**config.mk**
```make
export PLATFORM = sky130hd
export DESIGN_NAME = adc_seq_ctrl
export DESIGN_NICKNAME = d
export VERILOG_FILES = /design/src/rtl/adc_seq_pkg.sv /design/src/rtl/adc_rst_sync.sv /design/src/rtl/adc_ctrl_reg.sv /design/src/rtl/adc_ch_counter.sv /design/src/rtl/adc_seq_fsm.sv /design/src/rtl/adc_seq_ctrl.sv
export SDC_FILE = /design/constraint.sdc
export NUM_CORES = 1
export LEC_CHECK = 0
export BUFFER_PORTS_ARGS = -buffer_cell sky130_fd_sc_hd__buf_4
export CORE_MARGIN = 2
export CORE_UTILIZATION = 41
export CTS_CLUSTER_DIAMETER = 80
export DETAILED_ROUTE_END_ITERATION = 6
export GPL_TIMING_DRIVEN = 0
export PLACE_DENSITY = 0.82
export SLEW_MARGIN = 20
export SYNTH_ARGS = -nofsm -noshare
export SYNTH_HDL_FRONTEND = slang
export SYNTH_SLANG_ARGS = --single-unit
```
**constraint.sdc**
```tcl
create_clock -name clk -period 1.9 [get_ports clk]
set_input_delay 0.19 -clock clk [delete_from_list [all_inputs] [get_ports clk]]
set_output_delay 0.19 -clock clk [all_outputs]
set_load 0.005 [all_outputs]
```
**src/rtl/adc_seq_pkg.sv**
```systemverilog
package adc_seq_pkg;
  typedef enum logic [1:0] {
    ST_IDLE = 2'd0,
    ST_REQ  = 2'd1,
    ST_WAIT = 2'd2
  } seq_state_e;

  localparam logic [1:0] MODE_SINGLE = 2'b00;
  localparam logic [1:0] MODE_PASS   = 2'b01;
endpackage

```
**src/rtl/adc_rst_sync.sv**
```systemverilog
module adc_rst_sync #(
  parameter int STAGES = 2
) (
  input  logic clk,
  input  logic rst_n,
  output logic rst_n_s
);
  logic [STAGES-1:0] sync_q;

  always_ff @(posedge clk or negedge rst_n) begin
    if (!rst_n) sync_q <= '0;
    else        sync_q <= {sync_q[STAGES-2:0], 1'b1};
  end

  assign rst_n_s = sync_q[STAGES-1];
endmodule

```
**src/rtl/adc_ctrl_reg.sv**
```systemverilog
module adc_ctrl_reg #(
  parameter int REG_W     = 16,
  parameter int START_BIT = 13
) (
  input  logic             clk,
  input  logic             rst_n,
  input  logic             wr_en,
  input  logic [REG_W-1:0] wdata,
  input  logic             standby,
  input  logic             hw_clr,
  output logic             start_q,
  output logic             set_req,
  output logic             stop_req,
  output logic [REG_W-1:0] rdata
);
  logic start_d;

  assign set_req  = wr_en && wdata[START_BIT] && !standby;
  assign stop_req = standby || (wr_en && !wdata[START_BIT]);

  always_comb begin
    start_d = start_q;
    if (standby)     start_d = 1'b0;
    else if (wr_en)  start_d = wdata[START_BIT];
    else if (hw_clr) start_d = 1'b0;
  end

  always_ff @(posedge clk or negedge rst_n) begin
    if (!rst_n) start_q <= 1'b0;
    else        start_q <= start_d;
  end

  always_comb begin
    rdata            = '0;
    rdata[START_BIT] = start_q;
  end

  // an accepted write of 1 makes the run flag visible next cycle
  assert_write_sets_start_R3: assert property (@(posedge clk) disable iff (!rst_n)
    (wr_en && wdata[START_BIT] && !standby) |=> start_q);

  // standby always clears the run flag
  assert_standby_clears_R8: assert property (@(posedge clk) disable iff (!rst_n)
    standby |=> !start_q);
endmodule

```
**src/rtl/adc_ch_counter.sv**
```systemverilog
module adc_ch_counter #(
  parameter int CH_W = 3
) (
  input  logic            clk,
  input  logic            rst_n,
  input  logic            load,
  input  logic            advance,
  input  logic [CH_W-1:0] first_ch,
  input  logic [CH_W-1:0] last_ch,
  output logic [CH_W-1:0] ch_q,
  output logic            at_last
);
  logic [CH_W-1:0] ch_d;
  logic            ch_en;

  assign ch_en   = load || advance;
  assign at_last = (ch_q >= last_ch);

  always_comb begin
    ch_d = ch_q;
    if (load)         ch_d = first_ch;
    else if (advance) ch_d = ch_q + 1'b1;
  end

  always_ff @(posedge clk or negedge rst_n) begin
    if (!rst_n)     ch_q <= '0;
    else if (ch_en) ch_q <= ch_d;
  end

  // stepping moves exactly one channel up
  assert_step_by_one_R5: assert property (@(posedge clk) disable iff (!rst_n)
    (advance && !load) |=> (ch_q == CH_W'($past(ch_q) + 1'b1)));

  // advancing never happens past the window end
  assert_no_step_past_end_R5: assert property (@(posedge clk) disable iff (!rst_n)
    advance |-> !at_last);
endmodule

```
**src/rtl/adc_seq_fsm.sv**
```systemverilog
module adc_seq_fsm
  import adc_seq_pkg::*;
(
  input  logic       clk,
  input  logic       rst_n,
  input  logic       start_q,
  input  logic       set_req,
  input  logic       stop_req,
  input  logic [1:0] mode,
  input  logic       conv_done,
  input  logic       at_last,
  output logic       load,
  output logic       advance,
  output logic       hw_clr,
  output logic       conv_req,
  output logic       busy,
  output logic       eos_q
);
  seq_state_e state_q, state_d;
  logic       eos_d;
  logic       pass_end;
  logic       looping;

  assign looping  = mode[1];
  assign pass_end = (mode == MODE_SINGLE) || at_last;

  always_comb begin
    state_d = state_q;
    load    = 1'b0;
    advance = 1'b0;
    hw_clr  = 1'b0;
    eos_d   = 1'b0;
    case (state_q)
      ST_IDLE: begin
        if ((start_q || set_req) && !stop_req) begin
          state_d = ST_REQ;
          load    = 1'b1;
        end
      end
      ST_REQ: begin
        if (stop_req) state_d = ST_IDLE;
        else          state_d = ST_WAIT;
      end
      ST_WAIT: begin
        if (stop_req) begin
          state_d = ST_IDLE;
        end else if (conv_done) begin
          if (pass_end) begin
            eos_d = 1'b1;
            if (looping) begin
              load    = 1'b1;
              state_d = ST_REQ;
            end else begin
              hw_clr = 1'b1;
              if (set_req) begin
                load    = 1'b1;
                state_d = ST_REQ;
              end else begin
                state_d = ST_IDLE;
              end
            end
          end else begin
            advance = 1'b1;
            state_d = ST_REQ;
          end
        end
      end
      default: state_d = ST_IDLE;
    endcase
  end

  always_ff @(posedge clk or negedge rst_n) begin
    if (!rst_n) begin
      state_q <= ST_IDLE;
      eos_q   <= 1'b0;
    end else begin
      state_q <= state_d;
      eos_q   <= eos_d;
    end
  end

  assign conv_req = (state_q == ST_REQ);
  assign busy     = (state_q != ST_IDLE);

  // the strobe lasts a single cycle
  assert_req_one_cycle_R11: assert property (@(posedge clk) disable iff (!rst_n)
    conv_req |=> !conv_req);

  // the end-of-pass flag is a single-cycle pulse
  assert_eos_pulse_R6: assert property (@(posedge clk) disable iff (!rst_n)
    eos_q |=> !eos_q);

  // without done or stop, a waiting channel keeps waiting
  assert_wait_holds_R9: assert property (@(posedge clk) disable iff (!rst_n)
    (state_q == ST_WAIT && !conv_done && !stop_req) |=> (state_q == ST_WAIT));
endmodule

```
**src/rtl/adc_seq_ctrl.sv**
```systemverilog
module adc_seq_ctrl #(
  parameter int NUM_CH    = 8,
  parameter int REG_W     = 16,
  parameter int START_BIT = 13,
  localparam int CH_W     = (NUM_CH > 1) ? $clog2(NUM_CH) : 1
) (
  input  logic             clk,
  input  logic             rst_n,
  input  logic             bus_wr,
  input  logic [REG_W-1:0] bus_wdata,
  output logic [REG_W-1:0] bus_rdata,
  input  logic [1:0]       scan_mode,
  input  logic [CH_W-1:0]  first_ch,
  input  logic [CH_W-1:0]  last_ch,
  input  logic             sw_standby,
  input  logic             mod_standby,
  input  logic             conv_done,
  output logic [CH_W-1:0]  cur_ch,
  output logic             conv_req,
  output logic             busy,
  output logic             seq_end
);
  logic rst_n_s;
  logic standby;
  logic start_q, set_req, stop_req, hw_clr;
  logic load, advance, at_last;

  assign standby = sw_standby || mod_standby;

  adc_rst_sync #(.STAGES(2)) i_rst_sync (
    .clk     (clk),
    .rst_n   (rst_n),
    .rst_n_s (rst_n_s)
  );

  adc_ctrl_reg #(.REG_W(REG_W), .START_BIT(START_BIT)) i_ctrl_reg (
    .clk      (clk),
    .rst_n    (rst_n_s),
    .wr_en    (bus_wr),
    .wdata    (bus_wdata),
    .standby  (standby),
    .hw_clr   (hw_clr),
    .start_q  (start_q),
    .set_req  (set_req),
    .stop_req (stop_req),
    .rdata    (bus_rdata)
  );

  adc_ch_counter #(.CH_W(CH_W)) i_ch_counter (
    .clk      (clk),
    .rst_n    (rst_n_s),
    .load     (load),
    .advance  (advance),
    .first_ch (first_ch),
    .last_ch  (last_ch),
    .ch_q     (cur_ch),
    .at_last  (at_last)
  );

  adc_seq_fsm i_seq_fsm (
    .clk       (clk),
    .rst_n     (rst_n_s),
    .start_q   (start_q),
    .set_req   (set_req),
    .stop_req  (stop_req),
    .mode      (scan_mode),
    .conv_done (conv_done),
    .at_last   (at_last),
    .load      (load),
    .advance   (advance),
    .hw_clr    (hw_clr),
    .conv_req  (conv_req),
    .busy      (busy),
    .eos_q     (seq_end)
  );

  // the run flag and the busy indication never disagree
  assert_start_tracks_busy_R11: assert property (@(posedge clk) disable iff (!rst_n_s)
    start_q == busy);

  // a write of 0 leaves the block idle next cycle
  assert_stop_idles_R7: assert property (@(posedge clk) disable iff (!rst_n_s)
    (bus_wr && !bus_wdata[START_BIT]) |=> !busy);
endmodule

```
==> impl_metrics.py, run 1 <==
metrics = {
    "status": {
        "run_status": "complete, but fails checks",
        "violations": "negative setup slack",
    },
    "timing": {
        "hold_viol": 0,
        "fin_crit_ns": 1.99,
        "setup_viol": 2,
        "slew_violations": 0,
        "setup_slack_ns": -0.0891,
        "maxClockFrequency_mhz": 503,
        "skew_ns": 0.000970,
        "fin_crit_sh_pct": 105,
        "rsz0062_at_grt": "true",
    },
    "floorplanning": {
        "die_y_um": 44.7,
        "dieWidth_um": 44.7,
        "rows": 14,
        "core-area_sq_um": 1520,
        "initial_utilization_pct": 44.5,
        "io_pins": 52,
        "dieArea_sq_um": 2000,
    },
    "critical_path": {
        "crit_chain": "ha_1 -> o2bb2ai_2 -> a311o_2 -> nor3_1 -> xor2_1 -> mux2_4",
        "slowest_stage": "dfrtp_1",
        "worstPathRequired_ns": 2.05,
        "critPathKind": "flop to flop",
        "cp_data_arrival_time_ns": 2.14,
        "endpoint_kind": "flop",
        "max_stage_delay_ns": 0.42,
        "crit_path_start_kind": "flop",
        "critPathMaxFanout": 4,
        "r2r_setup_slack_ns": -0.09,
    },
    "cts": {
        "cts_buffer_depth": 2,
        "numCtsBuffers": 3,
        "clock-sinks": 9,
        "cts_tree": "built",
        "h-tree-depth": 1,
        "clock_latency_ns": 0.26,
        "cts_root_buf": "clkbuf_4",
        "clk_pin_slew_ns": 0.06,
    },
    "synth": {
        "synth-compound-area-share_pct": 12.0,
        "syn_inst": 65,
        "syn_area_per_cell_sq_um": 10.4,
        "synthSimpleGateAreaFrac_pct": 14.9,
        "ys_seq_area_share_pct": 33.2,
        "synth.area.mux_share_pct": 8.30,
        "ys_ff_latch": 9,
        "yosysWarnings": 0,
        "synth.distinct_cells": 27,
        "synthXorXnorAreaFrac_pct": 2.58,
        "synth_top_family_by_area": "buffers and inverters",
        "syn_area_sq_um": 678,
        "synth_fa_ha_area_share_pct": 7.38,
    },
    "job": {
        "timing.max_cap.violations": 0,
    },
    "placement": {
        "io_buffers": 21,
        "gp_congestion": 0.660,
        "dp_hpwl_mm": 1.01,
        "post-place-ws_ns": -0.179,
    },
    "drt": {
        "routed_wl_mm": 1.29,
        "num_vias": 533,
        "drt-pass1-iter-count": 2,
        "dr.first_iter.drc_count": 8,
        "vias_per_cell": 4.23,
        "wl_per_cell_um": 10.3,
        "postRouteAntennaNets": 0,
        "drc": 0,
    },
    "finish": {
        "n_antenna_cell": 0,
        "syn_to_final_growth_pct": 52.2,
        "finalNetCount": 145,
        "drive_gt1_share_pct": 55.5,
    },
    "global_routing": {
        "grt_max_degree": 8,
        "grt_pass1_vias": 444,
        "grt_pass1_wl_mm": 1.84,
        "track_usage_pct": 13.3,
        "antenna_found_initial": 0,
        "grt-ovfl-total": 0,
    },
    "power_and_ir_drop": {
        "cellLeakagePower_nw": 0.594,
        "power_density_nw_per_um2": 636,
        "power_mw": 0.657,
        "vdd_drop_max_mv": 0.460,
    },
    "min_path": {
        "hold_path.class": "flop to asynchronous set/reset pin",
    },
}
[area by class of cell]
class,instances,area [sq um]
fillers,121,492
multi-input cells,49,417
flip-flops and latches,9,225
repair buffers,27,205
plain buffers,16,120
clock buffers,4,26.3
well taps,16,20.0
inverters,5,18.8
[cell usage after synthesis]
master	count	area share (%)
nand2_1	1	0.55
and2b_1	1	1.1
nor2_4	1	1.7
mux2_4	3	6.6
inv_1	5	2.8
o2bb2ai_1	1	1.3
xnor2_1	1	1.3
ha_1	4	7.4
mux2_2	1	1.7
dfrtp_1	9	33
xor2_1	1	1.3
a21boi_0	1	1.1
a21oi_1	1	0.74
o21ai_0	2	1.5
nor2_1	1	0.55
nand2b_4	1	2.0
or2_2	1	0.92
a311o_2	1	1.7
buf_4	16	18
nand4_2	1	1.8
o211a_1	1	1.5
nor2b_1	3	2.8
conb_1	2	1.1
nor3_1	1	0.74
a31oi_1	1	0.92
o32a_4	1	3.3
nand2b_1	3	2.8
[stage by stage]
stage	hold slack, ns	instances	utilization [%]	cell area, sq um	setup TNS (ns)
floorplan	-0.106	79	-	742	-0.116
global placement	-0.0271	116	60.3	920	-0.246
detailed placement	-0.0257	116	60.3	920	-0.337
CTS	0.124	125	66.0	1010	-0.0893
global route	0.141	126	67.7	1030	-0.265
finish	0.115	126	67.7	1030	-0.152
[power by group]
part | internal, mW | total [mW] | leakage, nW | switching (mW)
Combinational | 0.176 | 0.279 | 0.465 | 0.103
Clock | 0.0808 | 0.146 | 0.0150 | 0.0649
Sequential | 0.212 | 0.232 | 0.114 | 0.0201
Total | 0.468 | 0.657 | 0.594 | 0.188
[placed cells by master, fill, tap and decap left out]
cell and count:
o32a_4 1, clkbuf_4 3, buf_4 42, mux2_4 4, xor2_1 1, nor2b_1 3
o21ai_0 2, nand2_1 1, o211a_1 1, nand2b_4 2, nand4_2 1, a31oi_1 1
ha_4 2, dfrtp_1 9, o2bb2ai_2 1, a21boi_0 1, ha_1 2, dlygate4sd3_1 1
nand2b_1 2, xnor2_1 1, conb_1 16, inv_2 1, nor3_1 1, clkbuf_1 1
inv_1 4, nor2_4 2, and2b_1 1, a21oi_1 1, a311o_2 1, or2_2 1
[final timing paths]
path | from | endpoint | cells after the start
hold reg to reg | i_rst_sync.sync_q[1] | i_seq_fsm.state_q[0] | 0
setup reg to reg | i_ch_counter.ch_q[1] | i_ch_counter.ch_q[2] | 6
min in group clk | first_ch[0] | i_ch_counter.ch_q[0] | 2
max in group asynchronous | i_rst_sync.sync_q[1] | i_seq_fsm.state_q[1] | 0
hold / removal | i_rst_sync.sync_q[1] | i_seq_fsm.state_q[0] | 0
setup / recovery | i_ch_counter.ch_q[1] | i_ch_counter.ch_q[2] | 6
[metal layers]
| metal | GRT usage [%] | share of wire (%) | up-vias |
|---|---|---|---|
| met5 | 0 | 0 | - |
| met4 | 4.24 | 0.93 | 0 |
| met3 | 7.35 | 8.9 | 4 |
| met2 | 21.4 | 53 | 19 |
| met1 | 14.9 | 38 | 236 |
| li1 | - | - | 274 |
[sequential cells by signal (all words and copies together) (netlist names)]
name,count
i_seq_fsm.eos_q,1
i_rst_sync.sync_q,2
i_ch_counter.ch_q,3
i_ctrl_reg.start_q,1
i_seq_fsm.state_q,2
[critical path: cells and delay by family (launching register included)]
kind,cells,cell delay (ns)
AO/OA/AOI/OAI,2,0.54
XOR/XNOR,1,0.14
adder cells (fa/ha/maj),1,0.21
flip-flops,1,0.42
multiplexers,1,0.27
AND/OR/NAND/NOR,1,0.30
[logic make-up (layout without fill, tap and decap cells)]
kind of cell | count (synthesis) | count (layout)
AO/OA/AOI/OAI | 9 | 9
other | 2 | 16
buffers and inverters | 21 | 52
multiplexers | 4 | 4
AND/OR/NAND/NOR | 14 | 14
flip-flops | 9 | 9
XOR/XNOR | 2 | 2
adder cells (fa/ha/maj) | 4 | 4
[timing repair]
item,4_1_cts,5_1_grt
gates resized for setup,3,2
pin swaps,3,2
endpoints found under the hold margin,2,0
setup buffers,4,1
hold buffers,1,0
endpoints found under the setup margin,3,3
Note: power is estimated with default switching activity, not from simulation.
==> run 2, diff against run 1 <==
--- a/config.mk
+++ b/config.mk
@@ -7,11 +7,12 @@
 export LEC_CHECK = 0
 export BUFFER_PORTS_ARGS = -buffer_cell sky130_fd_sc_hd__buf_4
 export CORE_MARGIN = 2
-export CORE_UTILIZATION = 41
+export CORE_UTILIZATION = 38
 export CTS_CLUSTER_DIAMETER = 80
 export DETAILED_ROUTE_END_ITERATION = 6
+export GPL_ROUTABILITY_DRIVEN = 0
 export GPL_TIMING_DRIVEN = 0
-export PLACE_DENSITY = 0.82
+export PLACE_DENSITY = 0.77
 export SLEW_MARGIN = 20
 export SYNTH_ARGS = -nofsm -noshare
 export SYNTH_HDL_FRONTEND = slang
==> constraint.sdc (replaced) <==
create_clock -name clk -period 1.85 [get_ports clk]
set_input_delay 0.185 -clock clk [delete_from_list [all_inputs] [get_ports clk]]
set_output_delay 0.185 -clock clk [all_outputs]
set_load 0.005 [all_outputs]
==> run 2 against run 1 <==
The run still ends with negative setup slack left. First-iteration DRC count did not move. Critical endpoint is now i_ch_counter.ch_q[1]. Clock skew is 0.0057 ns higher. Die area is 7.2% higher. Routed wire length down 7.8%. Sequential power hardly changed. Critical path type unchanged. Cell area is 2.1% higher.
==> impl_metrics.py, run 2 (synthesis gave the netlist of run 1 again) <==
metrics = {
    "critical_path": {
        "crit_end": "i_ch_counter.ch_q[1]",
        "cp_common_cell": "mux2_4",
        "worstPathRequired_ns": 2.00,
        "r2r_setup_slack_ns": -0.11,
        "critPathMaxFanout": 4,
        "crit_path_start_kind": "flop",
        "r2r_end": "i_ch_counter.ch_q[1]",
        "worst-path-stages": 7,
        "slowest_stage": "dfrtp_1",
        "crit_chain": "inv_2 -> ha_4 -> nand2b_4 -> a311o_2 -> nor2_4 -> mux2_4 -> mux2_4",
        "cp_data_arrival_time_ns": 2.11,
        "reg2reg_depth": 7,
        "endpoint_kind": "flop",
        "critical_path.top_delay_family": "multiplexers",
        "r2r-start": "i_ch_counter.ch_q[0]",
        "max_stage_delay_ns": 0.39,
        "critPathKind": "flop to flop",
        "startpoint": "i_ch_counter.ch_q[0]",
        "cp_num_buf_inv": 1,
    },
    "global_routing": {
        "track_usage_pct": 13.5,
        "grt_max_degree": 8,
        "grt_pass1_vias": 457,
        "antenna_found_initial": 0,
        "grt-ovfl-total": 0,
        "grt_pass1_wl_mm": 1.95,
    },
    "finish": {
        "finalNetCount": 147,
        "top_regs": "i_ch_counter.ch_q x3, i_rst_sync.sync_q x2, i_seq_fsm.state_q x2",
        "design_area_sq_um": 1050,
        "final_cell_mix": "44 x buf_4, 16 x conb_1, 9 x dfrtp_1",
        "largest_reg_flops": 3,
        "n_antenna_cell": 0,
        "layout_commonest_cell": "buf_4",
        "drive_gt1_share_pct": 56.3,
        "fin_cells": 137,
        "syn_to_final_growth_pct": 55.4,
        "nFillCells": 148,
        "top_register": "i_ch_counter.ch_q",
    },
    "timing": {
        "maxClockFrequency_mhz": 510,
        "hold_viol": 0,
        "fin_crit_sh_pct": 106,
        "skew_ns": 0.00670,
        "setup_slack_ns": -0.111,
        "fin_crit_ns": 1.96,
        "slew_violations": 0,
        "setup_viol": 3,
        "rsz0062_at_grt": "true",
    },
    "drt": {
        "postRouteAntennaNets": 0,
        "drt-pass1-iter-count": 3,
        "dr.first_iter.drc_count": 8,
        "vias_per_cell": 3.82,
        "routed_wl_mm": 1.19,
        "drc": 0,
        "wl_per_cell_um": 8.70,
        "num_vias": 524,
    },
    "placement": {
        "place_area_sq_um": 931,
        "dp_hpwl_um": 973,
        "post-place-ws_ns": -0.211,
        "io_buffers": 21,
        "dp.cells": 125,
    },
    "cts": {
        "clk_pin_slew_ns": 0.06,
        "numCtsBuffers": 3,
        "cts_root_buf": "clkbuf_4",
        "cts_tree": "built",
        "clock-sinks": 9,
        "cts_buffer_depth": 2,
        "clock_latency_ns": 0.26,
        "h-tree-depth": 1,
    },
    "status": {
        "violations": "negative setup slack",
        "run_status": "complete, but fails checks",
    },
    "power_and_ir_drop": {
        "vdd_drop_max_mv": 0.493,
        "cellLeakagePower_nw": 0.605,
        "power_density_nw_per_um2": 635,
    },
    "floorplanning": {
        "dieArea_sq_um": 2140,
        "core-area_sq_um": 1710,
        "io_pins": 52,
        "rows": 15,
        "die_y_um": 46.2,
        "dieWidth_um": 46.2,
        "initial_utilization_pct": 39.7,
    },
    "min_path": {
        "hold_path.class": "flop to asynchronous set/reset pin",
    },
    "job": {
        "timing.max_cap.violations": 0,
    },
}
run 2: cell types whose count changed in the layout (fill, tap and decap cells not counted), sizes merged:
cell	previous run	this run
clkinv	0	1
buf	42	44
clkbuf	4	3
run 2: layout make-up:
class                      instances  area, sq um  share of cell area, %
clock buffer                       3         22.5                   2.14
buffer                            16          120                   11.4
tap                               25         31.3                   2.97
multi-input combinational         49          410                   39.0
timing repair buffer              29          220                   20.9
clock inverter                     1         5.00                  0.475
sequential                         9          225                   21.4
inverter                           5         18.8                   1.78
run 2: how the worst min path moves through the flow:
stage | startpoint | endpoint | slack (ns) | depth (start not counted)
global route | first_ch[0] | i_ch_counter.ch_q[0] | 0.13 | 2
CTS | i_rst_sync.sync_q[1] | i_seq_fsm.state_q[1] | 0.12 | 0
floorplan | rst_n | i_rst_sync.sync_q[0] | -0.11 | 0
detailed placement | rst_n | i_rst_sync.sync_q[0] | -0.03 | 1
finish | i_rst_sync.sync_q[1] | i_seq_fsm.state_q[1] | 0.11 | 0
global placement | rst_n | i_rst_sync.sync_q[0] | -0.03 | 1
run 2: per-stage QoR:
stage	total power, mW	utilization [%]	hold slack [ns]	TNS (ns)
global placement	0.449	54.5	-0.0320	-0.404
CTS	0.671	60.8	0.123	-0.211
finish	0.669	61.7	0.111	-0.126
detailed placement	0.457	54.5	-0.0315	-0.461
floorplan	0.379	-	-0.111	-0.266
global route	0.727	61.7	0.134	-0.344
run 2: timing repair:
| action | in CTS | in global routing |
|---|---|---|
| hold buffers | 1 | 0 |
| buffers inserted | 5 | 2 |
| resized for setup | 4 | 0 |
| setup endpoints to repair | 3 | 3 |
| pin swaps | 4 | 1 |
| hold endpoints to repair | 2 | 0 |
| cloned | 0 | 0 |
run 2: worst register-to-register path, cell delays in order, from the launching register on:
cell and delay (ns):
dfrtp_1 0.39, inv_2 0.08, ha_4 0.19, nand2b_4 0.13
a311o_2 0.38, nor2_4 0.14, mux2_4 0.30, mux2_4 0.25
run 2: per-layer routing:
layer | vias to the layer above | wire, um | GRT usage, %
met4 | 0 | 10 | 5.14
met3 | 2 | 86 | 5.88
met1 | 228 | 418 | 14.7
met5 | - | 0 | 0
met2 | 16 | 677 | 22.8
li1 | 278 | - | -
run 2: where the power goes:
| part | internal, mW | leakage, nW | switching (mW) |
|---|---|---|---|
| logic | 0.182 | 0.473 | 0.105 |
| registers | 0.218 | 0.114 | 0.0176 |
| clock network | 0.0796 | 0.0177 | 0.0674 |
==> run 3, diff against run 2 <==
--- a/config.mk
+++ b/config.mk
@@ -5,14 +5,15 @@
 export SDC_FILE = /design/constraint.sdc
 export NUM_CORES = 1
 export LEC_CHECK = 0
-export BUFFER_PORTS_ARGS = -buffer_cell sky130_fd_sc_hd__buf_4
-export CORE_MARGIN = 2
-export CORE_UTILIZATION = 38
+export CORE_AREA = 2 2 39 41
 export CTS_CLUSTER_DIAMETER = 80
 export DETAILED_ROUTE_END_ITERATION = 6
+export DIE_AREA = 0 0 41 43
+export DONT_BUFFER_PORTS = 1
 export GPL_ROUTABILITY_DRIVEN = 0
 export GPL_TIMING_DRIVEN = 0
-export PLACE_DENSITY = 0.77
+export PLACE_DENSITY = 0.75
+export SETUP_SLACK_MARGIN = 0.3
 export SLEW_MARGIN = 20
 export SYNTH_ARGS = -nofsm -noshare
 export SYNTH_HDL_FRONTEND = slang
==> run 3 against run 2 <==
Register-to-register slack worse by 0.09 ns. Cell count decreased by 18%. The flow still finishes with violations (negative setup slack). Global-route usage up 1.7 points. Fmax fell by 4.5%. Core utilization rose by 8.9 points. Largest cell class unchanged. Total power increased by 7.6%. Highest routed layer is now met3. Non-clock buffer count decreased by 15.
==> impl_metrics.py, run 3 (synthesis gave the netlist of run 1 again) <==
metrics = {
    "status": {
        "run_status": "complete, but fails checks",
        "violations": "negative setup slack",
    },
    "critical_path": {
        "critPathMaxFanout": 4,
        "cp_data_arrival_time_ns": 2.19,
        "r2r_end": "i_ch_counter.ch_q[1]",
        "crit_end": "i_ch_counter.ch_q[1]",
        "critPathKind": "flop to flop",
        "worstPathRequired_ns": 1.99,
        "startpoint": "i_ch_counter.ch_q[1]",
        "crit_path_start_kind": "flop",
        "reg2reg_depth": 5,
        "r2r_setup_slack_ns": -0.20,
        "r2r-start": "i_ch_counter.ch_q[1]",
        "endpoint_kind": "flop",
    },
    "floorplanning": {
        "io_pins": 52,
        "core-area_sq_um": 1380,
        "dieWidth_um": 41,
        "initial_utilization_pct": 49.0,
        "die_y_um": 43,
        "dieArea_sq_um": 1760,
        "rows": 14,
    },
    "cts": {
        "clk_pin_slew_ns": 0.06,
        "clock-sinks": 9,
        "cts_tree": "built",
        "h-tree-depth": 1,
        "cts_buffer_depth": 2,
        "cts_root_buf": "clkbuf_4",
        "clock_latency_ns": 0.26,
        "numCtsBuffers": 3,
    },
    "timing": {
        "slew_violations": 0,
        "fin_setup_tns_ns": -0.405,
        "fin_crit_ns": 2.05,
        "fin_crit_sh_pct": 111,
        "rsz0062_at_grt": "true",
        "skew_ns": 0.00818,
        "setup_viol": 3,
        "hold_viol": 0,
        "setup_slack_ns": -0.203,
        "maxClockFrequency_mhz": 487,
    },
    "finish": {
        "top_register": "i_ch_counter.ch_q",
        "n_antenna_cell": 0,
        "top_regs": "i_ch_counter.ch_q x3, i_rst_sync.sync_q x2, i_seq_fsm.state_q x2",
        "layout_commonest_cell": "buf_4",
        "syn_to_final_growth_pct": 44.1,
        "largest_reg_flops": 3,
        "finalNetCount": 132,
        "finish.utilization_pct": 70.6,
        "drive_gt1_share_pct": 52.6,
        "final_cell_mix": "20 x buf_4, 16 x conb_1, 9 x dfrtp_1, 9 x buf_6, 4 x mux2_4",
    },
    "placement": {
        "dp_hpwl_um": 926,
        "io_buffers": 0,
    },
    "global_routing": {
        "grt-ovfl-total": 0,
        "grt_max_degree": 8,
        "track_usage_pct": 15.2,
        "antenna_found_initial": 0,
        "grt_pass1_wl_mm": 1.77,
        "grt_pass1_vias": 467,
    },
    "job": {
        "timing.max_cap.violations": 0,
    },
    "power_and_ir_drop": {
        "vdd_drop_max_mv": 0.565,
        "power_density_nw_per_um2": 737,
        "cellLeakagePower_nw": 0.544,
    },
    "drt": {
        "wl_per_cell_um": 13.4,
        "routed_wl_mm": 1.52,
        "num_vias": 504,
        "drc": 0,
        "drt-pass1-iter-count": 2,
        "postRouteAntennaNets": 0,
        "vias_per_cell": 4.46,
        "dr.first_iter.drc_count": 4,
    },
    "min_path": {
        "hold_path.class": "input pin to flop",
    },
}
run 3: report_power, final:
group          total, mW  internal (mW)  switching, mW
Clock              0.149         0.0829         0.0658
Combinational      0.323          0.211          0.112
Sequential         0.249          0.218         0.0314
Total              0.720          0.511          0.209
run 3: routing by layer:
layer	global-route usage (%)	share of wire, %
met1	15.3	34
met2	25.9	60
met3	9.42	6.0
met4	2.00	0
met5	0	0
run 3: worst min path at each step:
stage | startpoint | slack, ns | to | cells past startpoint
4_1_cts | bus_wdata[13] | 0.06 | i_ctrl_reg.start_q | 2
5_1_grt | first_ch[2] | 0.05 | i_ch_counter.ch_q[2] | 1
3_3_place_gp | rst_n | -0.11 | i_rst_sync.sync_q[0] | 0
3_5_place_dp | rst_n | -0.11 | i_rst_sync.sync_q[0] | 0
6_report | bus_wdata[13] | 0.06 | i_ctrl_reg.start_q | 2
2_1_floorplan | rst_n | -0.11 | i_rst_sync.sync_q[0] | 0
run 3: layout make-up:
class / count / area (sq um)
plain buffers: 16 / 120
repair buffers: 14 / 141
inverters: 5 / 18.8
fillers: 100 / 407
well taps: 16 / 20.0
clock buffers: 4 / 26.3
multi-input cells: 49 / 425
flip-flops and latches: 9 / 225
run 3: worst max-delay path: stages (launching register included):
cell     delay, ns
dfrtp_1       0.44
ha_1          0.33
a311o_2       0.47
nor2_4        0.14
mux2_4        0.30
mux2_4        0.25
run 3: repair_timing:
item | CTS | global route
setup endpoints to repair | 6 | 6
buffers inserted | 11 | 2
gates resized for setup | 5 | 13
pin swaps | 3 | 1
hold buffers | 1 | 0
endpoints found under the hold margin | 2 | 0
run 3: per-stage QoR:
stage | area [sq um] | setup WS [ns] | hold slack (ns) | std cells | total power, mW
detailed placement | 762 | -0.249 | -0.111 | 95 | 0.403
finish | 977 | -0.203 | 0.0595 | 113 | 0.720
global placement | 762 | -0.213 | -0.111 | 95 | 0.396
CTS | 913 | -0.171 | 0.0587 | 111 | 0.655
floorplan | 742 | -0.159 | -0.111 | 79 | 0.379
global route | 977 | -0.235 | 0.0500 | 113 | 0.768
